## src/rtl/tx_eth_pkg.sv

```systemverilog
package tx_eth_pkg;

  typedef enum logic [2:0] {
    ST_IDLE,
    ST_PRE,
    ST_DATA,
    ST_FCS,
    ST_ENDIDLE,
    ST_IRQ
  } tx_state_e;

  localparam logic [7:0]  PRE_BYTE      = 8'h55;
  localparam logic [7:0]  SFD_BYTE      = 8'hD5;
  localparam logic [31:0] CRC_POLY_REFL = 32'hEDB88320;
  localparam logic [31:0] CRC_INIT      = 32'hFFFFFFFF;

  // Reflected CRC-32 update over one byte, least significant bit first.
  function automatic logic [31:0] crc32_byte(input logic [31:0] c_in,
                                             input logic [7:0]  d);
    logic [31:0] c;
    c = c_in;
    for (int i = 0; i < 8; i++) begin
      if (c[0] ^ d[i]) c = (c >> 1) ^ CRC_POLY_REFL;
      else             c = c >> 1;
    end
    return c;
  endfunction

endpackage

```

## src/rtl/tx_crc32.sv

```systemverilog
module tx_crc32
  import tx_eth_pkg::*;
(
  input  logic        clk,
  input  logic        rst,
  input  logic        init,
  input  logic        en,
  input  logic [7:0]  data,
  output logic [31:0] crc
);

  always_ff @(posedge clk) begin
    if (rst || init) crc <= CRC_INIT;
    else if (en)     crc <= crc32_byte(crc, data);
  end

  // the register only moves on an init or an accepted byte
  a_r6_crc_hold: assert property (@(posedge clk) disable iff (rst)
    (!init && !en) |=> $stable(crc));

endmodule

```

## src/rtl/tx_bit_timer.sv

```systemverilog
module tx_bit_timer #(
  parameter int HALF_CYC = 5
) (
  input  logic clk,
  input  logic rst,
  input  logic restart,
  input  logic run,
  output logic mid,
  output logic bit_end
);

  localparam int HW = (HALF_CYC > 1) ? $clog2(HALF_CYC) : 1;
  localparam logic [HW-1:0] HLAST = HW'(HALF_CYC - 1);

  logic [HW-1:0] hcnt;
  logic          second;

  always_ff @(posedge clk) begin
    if (rst || restart) begin
      hcnt   <= '0;
      second <= 1'b0;
    end else if (run) begin
      if (hcnt == HLAST) begin
        hcnt   <= '0;
        second <= ~second;
      end else begin
        hcnt <= hcnt + 1'b1;
      end
    end
  end

  assign mid     = run && !second && (hcnt == HLAST);
  assign bit_end = run &&  second && (hcnt == HLAST);

  // the half-bit counter never passes its limit
  a_r4_half_bound: assert property (@(posedge clk) disable iff (rst)
    hcnt <= HLAST);

  // every bit end is preceded by a mid-bit point, one half earlier
  a_r4_mid_then_end: assert property (@(posedge clk) disable iff (rst)
    (mid && !restart) |=> !bit_end || (HALF_CYC == 1));

endmodule

```

## src/rtl/tx_eth_serializer.sv

```systemverilog
module tx_eth_serializer
  import tx_eth_pkg::*;
#(
  parameter int HALF_CYC     = 5,
  parameter int END_IDLE_CYC = 25,
  parameter int PRE_BYTES    = 7
) (
  input  logic       clk,
  input  logic       rst,
  input  logic [7:0] s_data,
  input  logic       s_valid,
  input  logic       s_last,
  output logic       s_ready,
  input  logic       link_busy,
  output logic       tx_p,
  output logic       tx_n,
  output logic       tx_active,
  output logic       tx_done_irq
);

  localparam int BW = $clog2(PRE_BYTES + 5);
  localparam int IW = (END_IDLE_CYC > 1) ? $clog2(END_IDLE_CYC) : 1;
  localparam logic [BW-1:0] SFD_IDX  = BW'(PRE_BYTES);
  localparam logic [BW-1:0] FCS_LAST = BW'(3);
  localparam logic [IW-1:0] ILAST    = IW'(END_IDLE_CYC - 1);

  tx_state_e     st;
  logic [7:0]    shreg;
  logic [2:0]    bitn;
  logic [BW-1:0] bytn;
  logic [IW-1:0] icnt;
  logic [23:0]   fcs_rem;
  logic          last_seen;
  logic [31:0]   crc;
  logic          mid, bit_end, running, start, take;

  logic          more, load_fcs;
  logic [7:0]    nxt_byte;
  tx_state_e     nxt_st;
  logic [BW-1:0] nxt_bytn;

  assign running = (st == ST_PRE) || (st == ST_DATA) || (st == ST_FCS);
  assign start   = (st == ST_IDLE) && s_valid && !link_busy;
  assign s_ready = bit_end && (bitn == 3'd7) &&
                   (((st == ST_PRE) && (bytn == SFD_IDX)) ||
                    ((st == ST_DATA) && !last_seen));
  assign take    = s_ready && s_valid;

  tx_bit_timer #(.HALF_CYC(HALF_CYC)) u_timer (
    .clk     (clk),
    .rst     (rst),
    .restart (start),
    .run     (running),
    .mid     (mid),
    .bit_end (bit_end)
  );

  tx_crc32 u_crc (
    .clk  (clk),
    .rst  (rst),
    .init (start),
    .en   (take),
    .data (s_data),
    .crc  (crc)
  );

  // Choice of the byte that follows a completed byte
  always_comb begin
    more     = 1'b0;
    load_fcs = 1'b0;
    nxt_byte = 8'h00;
    nxt_st   = st;
    nxt_bytn = bytn + 1'b1;
    unique case (st)
      ST_PRE: begin
        if (bytn + 1'b1 < SFD_IDX) begin
          more = 1'b1; nxt_byte = PRE_BYTE;
        end else if (bytn + 1'b1 == SFD_IDX) begin
          more = 1'b1; nxt_byte = SFD_BYTE;
        end else if (s_valid) begin
          more = 1'b1; nxt_byte = s_data; nxt_st = ST_DATA;
        end else begin
          more = 1'b1; load_fcs = 1'b1; nxt_byte = ~crc[7:0];
          nxt_st = ST_FCS; nxt_bytn = '0;
        end
      end
      ST_DATA: begin
        if (!last_seen && s_valid) begin
          more = 1'b1; nxt_byte = s_data;
        end else begin
          more = 1'b1; load_fcs = 1'b1; nxt_byte = ~crc[7:0];
          nxt_st = ST_FCS; nxt_bytn = '0;
        end
      end
      ST_FCS: begin
        if (bytn != FCS_LAST) begin
          more = 1'b1; nxt_byte = fcs_rem[7:0];
        end
      end
      default: ;
    endcase
  end

  always_ff @(posedge clk) begin
    if (rst) begin
      st          <= ST_IDLE;
      shreg       <= '0;
      bitn        <= '0;
      bytn        <= '0;
      icnt        <= '0;
      fcs_rem     <= '0;
      last_seen   <= 1'b0;
      tx_p        <= 1'b0;
      tx_n        <= 1'b0;
      tx_active   <= 1'b0;
      tx_done_irq <= 1'b0;
    end else begin
      tx_done_irq <= 1'b0;
      if (take && s_last) last_seen <= 1'b1;
      unique case (st)
        ST_IDLE: begin
          if (start) begin
            st        <= ST_PRE;
            shreg     <= PRE_BYTE;
            bitn      <= '0;
            bytn      <= '0;
            last_seen <= 1'b0;
            tx_p      <= ~PRE_BYTE[0];
            tx_n      <=  PRE_BYTE[0];
            tx_active <= 1'b1;
          end
        end
        ST_PRE, ST_DATA, ST_FCS: begin
          if (mid) begin
            tx_p <=  shreg[0];
            tx_n <= ~shreg[0];
          end else if (bit_end) begin
            if (bitn != 3'd7) begin
              shreg <= shreg >> 1;
              bitn  <= bitn + 1'b1;
              tx_p  <= ~shreg[1];
              tx_n  <=  shreg[1];
            end else if (more) begin
              shreg <= nxt_byte;
              bitn  <= '0;
              bytn  <= nxt_bytn;
              st    <= nxt_st;
              tx_p  <= ~nxt_byte[0];
              tx_n  <=  nxt_byte[0];
              if (load_fcs)          fcs_rem <= ~crc[31:8];
              else if (st == ST_FCS) fcs_rem <= fcs_rem >> 8;
            end else begin
              st   <= ST_ENDIDLE;
              icnt <= '0;
              tx_p <= 1'b1;
              tx_n <= 1'b0;
            end
          end
        end
        ST_ENDIDLE: begin
          if (icnt == ILAST) begin
            st          <= ST_IRQ;
            tx_p        <= 1'b0;
            tx_n        <= 1'b0;
            tx_active   <= 1'b0;
            tx_done_irq <= 1'b1;
          end else begin
            icnt <= icnt + 1'b1;
          end
        end
        ST_IRQ: st <= ST_IDLE;
        default: st <= ST_IDLE;
      endcase
    end
  end

  // differential lines stay complementary while bits are sent
  a_r4_complement: assert property (@(posedge clk) disable iff (rst)
    running |-> (tx_n == !tx_p));

  // no transmission begins while the link pulse is busy
  a_r2_hold_off: assert property (@(posedge clk) disable iff (rst)
    (!tx_active && link_busy) |=> !tx_active);

  // the source is only asked for a byte at a bit boundary
  a_r5_ready_edge: assert property (@(posedge clk) disable iff (rst)
    s_ready |-> bit_end);

  // end idle drives positive-high
  a_r8_idle_level: assert property (@(posedge clk) disable iff (rst)
    (st == ST_ENDIDLE) |-> (tx_p && !tx_n));

  // interrupt is a single cycle and never overlaps tx_active
  a_r9_irq_single: assert property (@(posedge clk) disable iff (rst)
    tx_done_irq |=> !tx_done_irq);
  a_r9_irq_excl: assert property (@(posedge clk) disable iff (rst)
    !(tx_done_irq && tx_active));

endmodule

```

## config.mk

```make
export PLATFORM = sky130hd
export DESIGN_NAME = tx_eth_serializer
export DESIGN_NICKNAME = d
export VERILOG_FILES = /design/src/rtl/tx_eth_pkg.sv /design/src/rtl/tx_crc32.sv /design/src/rtl/tx_bit_timer.sv /design/src/rtl/tx_eth_serializer.sv
export SDC_FILE = /design/constraint.sdc
export NUM_CORES = 1
export LEC_CHECK = 0
export BUFFER_PORTS_ARGS = -buffer_cell sky130_fd_sc_hd__buf_4
export CAP_MARGIN = 5
export CORE_AREA = 2 2 122 124
export DETAILED_ROUTE_END_ITERATION = 10
export DIE_AREA = 0 0 124 126
export PLACE_DENSITY_LB_ADDON = 0.08
export RECOVER_POWER = 50
export SLEW_MARGIN = 25
export SYNTH_ARGS = -nofsm -noshare
export SYNTH_HDL_FRONTEND = slang
export SYNTH_SLANG_ARGS = --single-unit
```

## constraint.sdc

```tcl
create_clock -name clk -period 2.8 [get_ports clk]
set_clock_uncertainty 0.2 [all_clocks]
set_input_delay 0 -clock clk [delete_from_list [all_inputs] [get_ports clk]]
set_output_delay 0 -clock clk [all_outputs]
set_load 0.1 [all_outputs]
```

==> results of run 1 <==
final cells by class:
cell class / count / share of cell area [%]
Multi-Input combinational cell: 439 / 52.5
Clock inverter: 3 / 0.710
Tap cell: 184 / 4.08
Inverter: 8 / 0.532
Clock buffer: 13 / 4.61
Sequential cell: 88 / 31.2
Timing Repair Buffer: 49 / 6.34
stage by stage:
stage	area [um^2]	worst slack (ps)	instances	utilization, %	power [uW]
CTS	5670	296	784	39.6	3130
detailed placement	5310	307	762	37.1	1880
global route	5640	143	784	39.4	3240
finish	5640	279	784	39.4	3090
global placement	5310	312	762	37.1	1880
floorplan	4900	325	572	-	1710
logic make-up (layout without fill, tap and decap cells):
kind of cell | Yosys count | in the layout | share of synthesized area, %
simple gates | 195 | 195 | 18.3
compound gates | 155 | 155 | 21.7
flops | 88 | 88 | 36.0
xor+xnor | 78 | 78 | 17.4
buf+inv | 45 | 73 | 3.96
fa+ha+maj | 8 | 8 | 2.05
mux | 3 | 3 | 0.614
worst max-delay path: cells and delay by family, from the launching register on:
kind            cells  cell delay [ps]
compound gates      1              110
buf+inv             2              730
flops               1              630
mux                 1              250
simple gates        3              410
flip-flops by register name (all words and copies together), names as in the netlist:
register        flops
fcs_rem            24
tx_active           1
tx_done_irq         1
bytn                4
u_timer.hcnt        3
shreg               8
icnt                5
u_timer.second      1
tx_n                1
bitn                3
u_crc.crc          32
last_seen           1
tx_p                1
st                  3
what timing repair did:
item	in CTS	in global routing
hold buffers	6	0
hold endpoints to repair	48	0
buffers inserted	0	0
power by group:
part	switching, uW	internal [uW]	total (uW)
combinational	339	217	556
sequential	21.8	1280	1300
clock	502	739	1240
total	862	2230	3090
routing by layer:
metal | vias to the layer above | track usage, % | share of wire, %
li1 | 2061 | - | -
met5 | - | 0 | 0
met4 | 0 | 5.22 | 1.3
met2 | 51 | 29.0 | 47
met3 | 12 | 3.17 | 3.0
met1 | 1929 | 25.5 | 49
final timing paths:
kind	end	slack (ps)
max	u_crc.crc[31]$_SDFFE_PP1N_	280
min	shreg[4]$_SDFFE_PP0P_	10
max reg2reg	u_crc.crc[31]$_SDFFE_PP1N_	280
min reg2reg	fcs_rem[11]$_SDFFE_PP0P_	250
Yosys cell counts, drive strengths merged, types with 7 or more instances:
| library cell | instances |
|---|---|
| clkbuf | 19 |
| xor2 | 27 |
| a21oi | 48 |
| nand3 | 9 |
| xnor2 | 51 |
| o21ai | 10 |
| nand2 | 89 |
| a2bb2oi | 8 |
| nor2 | 51 |
| buf | 18 |
| inv | 8 |
| a211oi | 7 |
| dfxtp | 88 |
| nor3 | 7 |
| ha | 8 |
| nand2b | 8 |
| o211ai | 49 |
layout by cell type, fill, tap and decap left out, types with 5 or more instances in the layout:
master / count
sky130_fd_sc_hd__xnor2_4: 5
sky130_fd_sc_hd__inv_1: 8
sky130_fd_sc_hd__nor3_1: 6
sky130_fd_sc_hd__clkbuf_1: 8
sky130_fd_sc_hd__o211ai_1: 49
sky130_fd_sc_hd__nand2_1: 89
sky130_fd_sc_hd__nor2_1: 50
sky130_fd_sc_hd__nand3_1: 8
sky130_fd_sc_hd__dfxtp_1: 88
sky130_fd_sc_hd__xor2_1: 24
sky130_fd_sc_hd__a211oi_1: 7
sky130_fd_sc_hd__ha_1: 8
sky130_fd_sc_hd__nor3b_1: 5
sky130_fd_sc_hd__clkbuf_16: 9
sky130_fd_sc_hd__a21oi_1: 48
sky130_fd_sc_hd__buf_4: 36
sky130_fd_sc_hd__a2bb2oi_1: 8
sky130_fd_sc_hd__xnor2_1: 42
sky130_fd_sc_hd__dlygate4sd3_1: 6
sky130_fd_sc_hd__o21ai_0: 8
sky130_fd_sc_hd__nand2b_1: 8
==> impl_results.md, run 1 <==
* Status: complete, no violations
* Arrival time worst endpoint at 2530 ps
* Max-slew headroom at the worst pin at 22.4%
* Initial Utilization at 34.2%
* Count of clock tree sinks at 88
* TritonCTS clock tree: yes
* Worst slew pin tran at 1170 ps
* Worst Path Max Fanout at 64
* Launching element type of the critical path: flop
* Cell at the root of the clock tree: sky130_fd_sc_hd__clkbuf_16
* Instance count of the mapped netlist at 572
* Worst IR Drop VDD at 0.000250 V
* Detailed-route via count at 4053
* Flip-flop and latch count after synthesis at 88
* Number of pins exceeding their max-slew limit in the final report at 0
* Detailed-placement wirelength estimate at 9700 um
* Biggest area contributors in the synthesized netlist: sky130_fd_sc_hd__dfxtp_1 (36%), sky130_fd_sc_hd__o211ai_1 (7.5%), sky130_fd_sc_hd__xnor2_1 (7.5%), sky130_fd_sc_hd__nand2_1 (6.8%), sky130_fd_sc_hd__a21oi_1 (4.9%)
* Master of the slowest instance on the critical path: sky130_fd_sc_hd__dfxtp_1
* Pre-Repair DR Iteration Count at 4
* Die ar. at 15600 um^2
* Top cell type's share of synthesized area at 36.0%
* Diode insertion count for antenna repair at 0
* Power per Cell Area at 548 nW/um^2
* Nature of the critical path endpoint: flop
* Startpoint-to-endpoint class of the critical path: flop to flop
* Start point of the critical path: st[0]$_SDFFE_PP0P_
* Layout fillers at 1510
* Length in cells of the worst reg-to-reg path at 7
* Share of final-layout standard cells stronger than drive strength 1 at 12.0%
* Number of max-cap violations at 0
* Post-synth EDFFs at 0
* Top cell by count, worst path: sky130_fd_sc_hd__buf_4
* Data required, critical path at 2800 ps
* Routability congestion estimate from global placement at 0.827
* Placement Rows at 44
* FF+latch area at 1760 um^2
* Post-DR wirelength/cell at 17.1 um
* First-pass GRT wire length at 21700 um
* Top-Level Pins at 18
* Maximum number of pins on one net before global-route repair at 65
* Cells along the critical path: buf_4 -> or3b_1 -> o21ai_1 -> nand3_2 -> buf_4 -> mux2i_1 -> nand2_1
* Min-delay src: s_data[4]
* Number of DRC violations after detailed routing at 0
* Final layout net count at 616
* Die boundary height at 126 um
* Path type of the worst min-delay path: primary input to flop
* Leakage power of the design at 0.00209 uW
* Setup TNS at 0 ps
* Biggest cell delay along the critical path at 630 ps
* Number of antenna violations at the first check in global routing at 0
* Peak Freq at 397 MHz
* Final critical path time including I/O delays and setup at 2520 ps
* Synthesis warning total at 0
* Max H-tree Level at 3
* Sum of routed wire length over all layers at 13400 um
* Ratio of routed vias to standard cells at 5.17
* Resized cells post-CTS at 0
* Mapped Avg Cell Area at 8.55 um^2
* Fraction of registers with async set/reset at 0%
* Overflow after GRT at 0
* Number of distinct library cells after synthesis at 61
* Port-buffer cells at 17
* Clock insertion delay at the later pin of the skew report at 340 ps
* Remaining antenna violation count at 0
* Final period util at 90.0%
* Depth of the worst hold-timing path at 5
* Hold violation count in the final report at 0
* Die boundary width at 124 um
* Area occupied by multi-input gates at 2960 um^2
* Post-Route Hold Slack at 14.6 ps
* Number of DRC markers in iteration 0 at 229
* Number of nets produced by synthesis at 593
* Clock buffers created by TritonCTS at 9
* Placeable core area at 14300 um^2
* Unrepaired setup endpoints after global routing: no
* Post-synth top flop: sky130_fd_sc_hd__dfxtp_1
* Global router's overall resource usage at 18.3%
* Finish-stage setup viols at 0
* Area growth from synthesis to final layout at 15.3%
* Dominant cell type by area after synthesis: sky130_fd_sc_hd__dfxtp_1
* Startpoint of the most critical register-to-register path: st[0]$_SDFFE_PP0P_
* Maximum clock path buffer count at 2
* Synth Cell Area at 4890 um^2
* Via count of the first global-routing pass at 3919
* Sequential area share after synthesis at 36.0%
* Register clock-pin slew on the reported worst setup and hold paths at 60 ps
Note: power is estimated with default switching activity, not from simulation.
==> inputs of run 2 (changes only) <==
CTS_BUF_LIST = sky130_fd_sc_hd__clkbuf_2 sky130_fd_sc_hd__clkbuf_4 sky130_fd_sc_hd__clkbuf_8   (was not set)
==> impl_results.md, run 2 (synthesized netlist as in run 1, its figures left out) <==
* Combinational Power Share at 20.0% (+2.0 points)
* Ratio of routed vias to standard cells at 5.15 (-0.45%)
* Detailed-route via count at 4045 (-0.20%)
* Post-DR wirelength/cell at 17.1 um (about the same)
* Unrepaired setup endpoints after global routing: no
* DR WL met3 at 393 um (-1.8%)
* Uppermost metal layer occupied by signal nets: met4
* Net switching power at 829 uW (-3.9%)
* Max H-tree Level at 3 (unchanged)
* Launching element type of the critical path: flop
* Number of max-cap violations at 0 (unchanged)
* Number of DRC markers in iteration 0 at 245 (+7.0%)
* Number of buffer and inverter stages on the critical path at 1 (-1)
* Cell at the root of the clock tree: sky130_fd_sc_hd__clkbuf_8
* Detailed-placement wirelength estimate at 9700 um (unchanged)
* Worst slack, placed at 307 ps (unchanged)
* Register ranked first by flip-flop count: u_crc.crc
* Sum of routed wire length over all layers at 13400 um (+0.22%)
* Initial Utilization at 34.2% (unchanged)
* Finish-stage setup viols at 0 (unchanged)
* Share of final-layout standard cells stronger than drive strength 1 at 12.1% (+0.13 points)
* Register clock-pin slew on the reported worst setup and hold paths at 90 ps (+30 ps)
* Area of all placed cells without fillers at 5560 um^2 (-1.4%)
* Final critical path time including I/O delays and setup at 2510 ps (-10.2 ps)
* Placeable core area at 14300 um^2 (unchanged)
* Startpoint-to-endpoint class of the critical path: flop to flop
* Global router's overall resource usage at 18.3% (unchanged)
* Overflow after GRT at 0 (unchanged)
* Placement Rows at 44 (unchanged)
* Master of the slowest instance on the critical path: sky130_fd_sc_hd__buf_4
* Number of antenna violations at the first check in global routing at 0 (unchanged)
* Met2 layer wire length in the routed design at 6260 um (+0.13%)
* Area growth from synthesis to final layout at 13.7%
* Flip-flop count of the largest register after layout at 32 (unchanged)
* Post-CTS Setup Inserts at 0 (unchanged)
* Nature of the critical path endpoint: flop
* Port-buffer cells at 17 (unchanged)
* Die boundary height at 126 um (unchanged)
* First-pass GRT wire length at 21800 um (+0.12%)
* Worst IR Drop VDD at 0.000199 V (-21%)
* Most frequent standard cell in the layout excluding fill and tap cells: sky130_fd_sc_hd__nand2_1
* Maximum clock path buffer count at 2 (unchanged)
* Path type of the worst min-delay path: primary input to flop
* Clk pwr share at 33.8% (-6.3 points)
* Dominant delay contributor by cell family on the critical path: simple AND/OR/NAND/NOR gates
* Max-slew headroom at the worst pin at 22.4% (+0.024 points)
* TritonCTS clock tree: yes
* Internal power at 1970 uW (-12%)
* Most frequent cells in the layout: sky130_fd_sc_hd__nand2_1 (89), sky130_fd_sc_hd__dfxtp_1 (88), sky130_fd_sc_hd__nor2_1 (50)
* Via count of the first global-routing pass at 3950 (+0.79%)
* Count of clock tree sinks at 88 (unchanged)
* Setup TNS at 0 ps (unchanged)
* Clock insertion delay at the later pin of the skew report at 370 ps (+30 ps)
* Maximum number of pins on one net before global-route repair at 65 (unchanged)
* Share of power burned in registers at 46.3% (+4.4 points)
* Top-Level Pins at 18 (unchanged)
* Hold violation count in the final report at 0 (unchanged)
* Power per Cell Area at 503 nW/um^2 (-8.2%)
* Leakage power of the design at 0.00206 uW (-1.5%)
* Die boundary width at 124 um (unchanged)
* Arrival time worst endpoint at 2550 ps (+20 ps)
* Routability congestion estimate from global placement at 0.827 (unchanged)
* Number of DRC violations after detailed routing at 0 (unchanged)
* Placed Area at 5310 um^2 (unchanged)
* Remaining antenna violation count at 0 (unchanged)
* Largest registers: u_crc.crc: 32 flops, fcs_rem: 24 flops, shreg: 8 flops
* Biggest cell delay along the critical path at 510 ps (-120 ps)
* Fin worst setup slack at 289 ps (+10.2 ps)
* Clock buffers created by TritonCTS at 9 (unchanged)
* Post-layout power at 2800 uW (-9.5%)
* Die ar. at 15600 um^2 (unchanged)
* Layout fillers at 1521 (+0.73%)
* Worst slew pin tran at 1170 ps (-0.359 ps)
* Pre-Repair DR Iteration Count at 5 (+1)
* Final period util at 89.7% (-0.36 points)
* Data required, critical path at 2840 ps (+40 ps)
* Switch share at 29.6% (+1.7 points)
* Diode insertion count for antenna repair at 0 (unchanged)
* Final layout net count at 618 (+0.32%)
* Worst Path Max Fanout at 64 (unchanged)
* Status: complete, no violations
* Core occupancy in the finished layout at 38.9% (-0.55 points)
* Peak Freq at 398 MHz (+0.41%)
* Detailed-route wire length on metal 1 at 6570 um (about the same)
* Number of pins exceeding their max-slew limit in the final report at 0 (unchanged)
* Cells along the critical path: or2_2 -> nand2b_1 -> nor2_1 -> nand3_1 -> buf_4 -> mux2i_1 -> nand2_1
[run 2: layout make-up]
class	instances	area, um^2	share of cell area, %
repair buffers	51	378	6.79
multi-input cells	439	2960	53.2
clock buffers	13	166	2.99
inverters	8	30.0	0.540
flip-flops and latches	88	1760	31.7
clock inverters	3	40.0	0.720
well taps	184	230	4.14
[run 2: path summary, 6_finish.rpt]
path / startpoint / end / slack [ps] / cells after the start
worst max register to register: st[1]$_SDFFE_PP0P_ / u_crc.crc[31]$_SDFFE_PP1N_ / 290 / 7
worst min-delay path: s_data[3] / u_crc.crc[11]$_SDFFE_PP1N_ / 20 / 4
worst min register to register: fcs_rem[11]$_SDFFE_PP0P_ / fcs_rem[11]$_SDFFE_PP0P_ / 260 / 2
worst max-delay path: st[1]$_SDFFE_PP0P_ / u_crc.crc[31]$_SDFFE_PP1N_ / 290 / 7
[run 2: stage by stage]
step / hold WS (ps) / std cells
after CTS: 6.86 / 786
after global placement: 136 / 762
after global routing: 61.7 / 786
after floorplan: 32.8 / 572
final: 21.6 / 786
after detailed placement: 132 / 762
[run 2: layer usage]
metal  GRT usage [%]  vias up
met1            25.3     1912
met5               0        -
met2            29.3       56
met3            2.58       15
li1                -     2062
met4            5.82        0
[run 2: power groups by stage]
| stage | combinational (uW) | sequential (uW) | clock, uW |
|---|---|---|---|
| finish | 560 | 1300 | 946 |
| CTS | 569 | 1300 | 972 |
| floorplan | 366 | 1350 | 0 |
| detailed placement | 556 | 1330 | 0 |
| global placement | 556 | 1320 | 0 |
| global route | 612 | 1300 | 1030 |
[run 2: worst min-delay path, cell delays in order]
cell and delay [ps]:
sky130_fd_sc_hd__buf_4 110, sky130_fd_sc_hd__xnor2_2 180, sky130_fd_sc_hd__xor2_1 180, sky130_fd_sc_hd__o211ai_1 80
[run 2: repair_timing]
action | 4_1_cts | 5_1_grt
hold buffers | 8 | 0
gates resized for setup | 0 | 0
hold endpoints to repair | 50 | 0
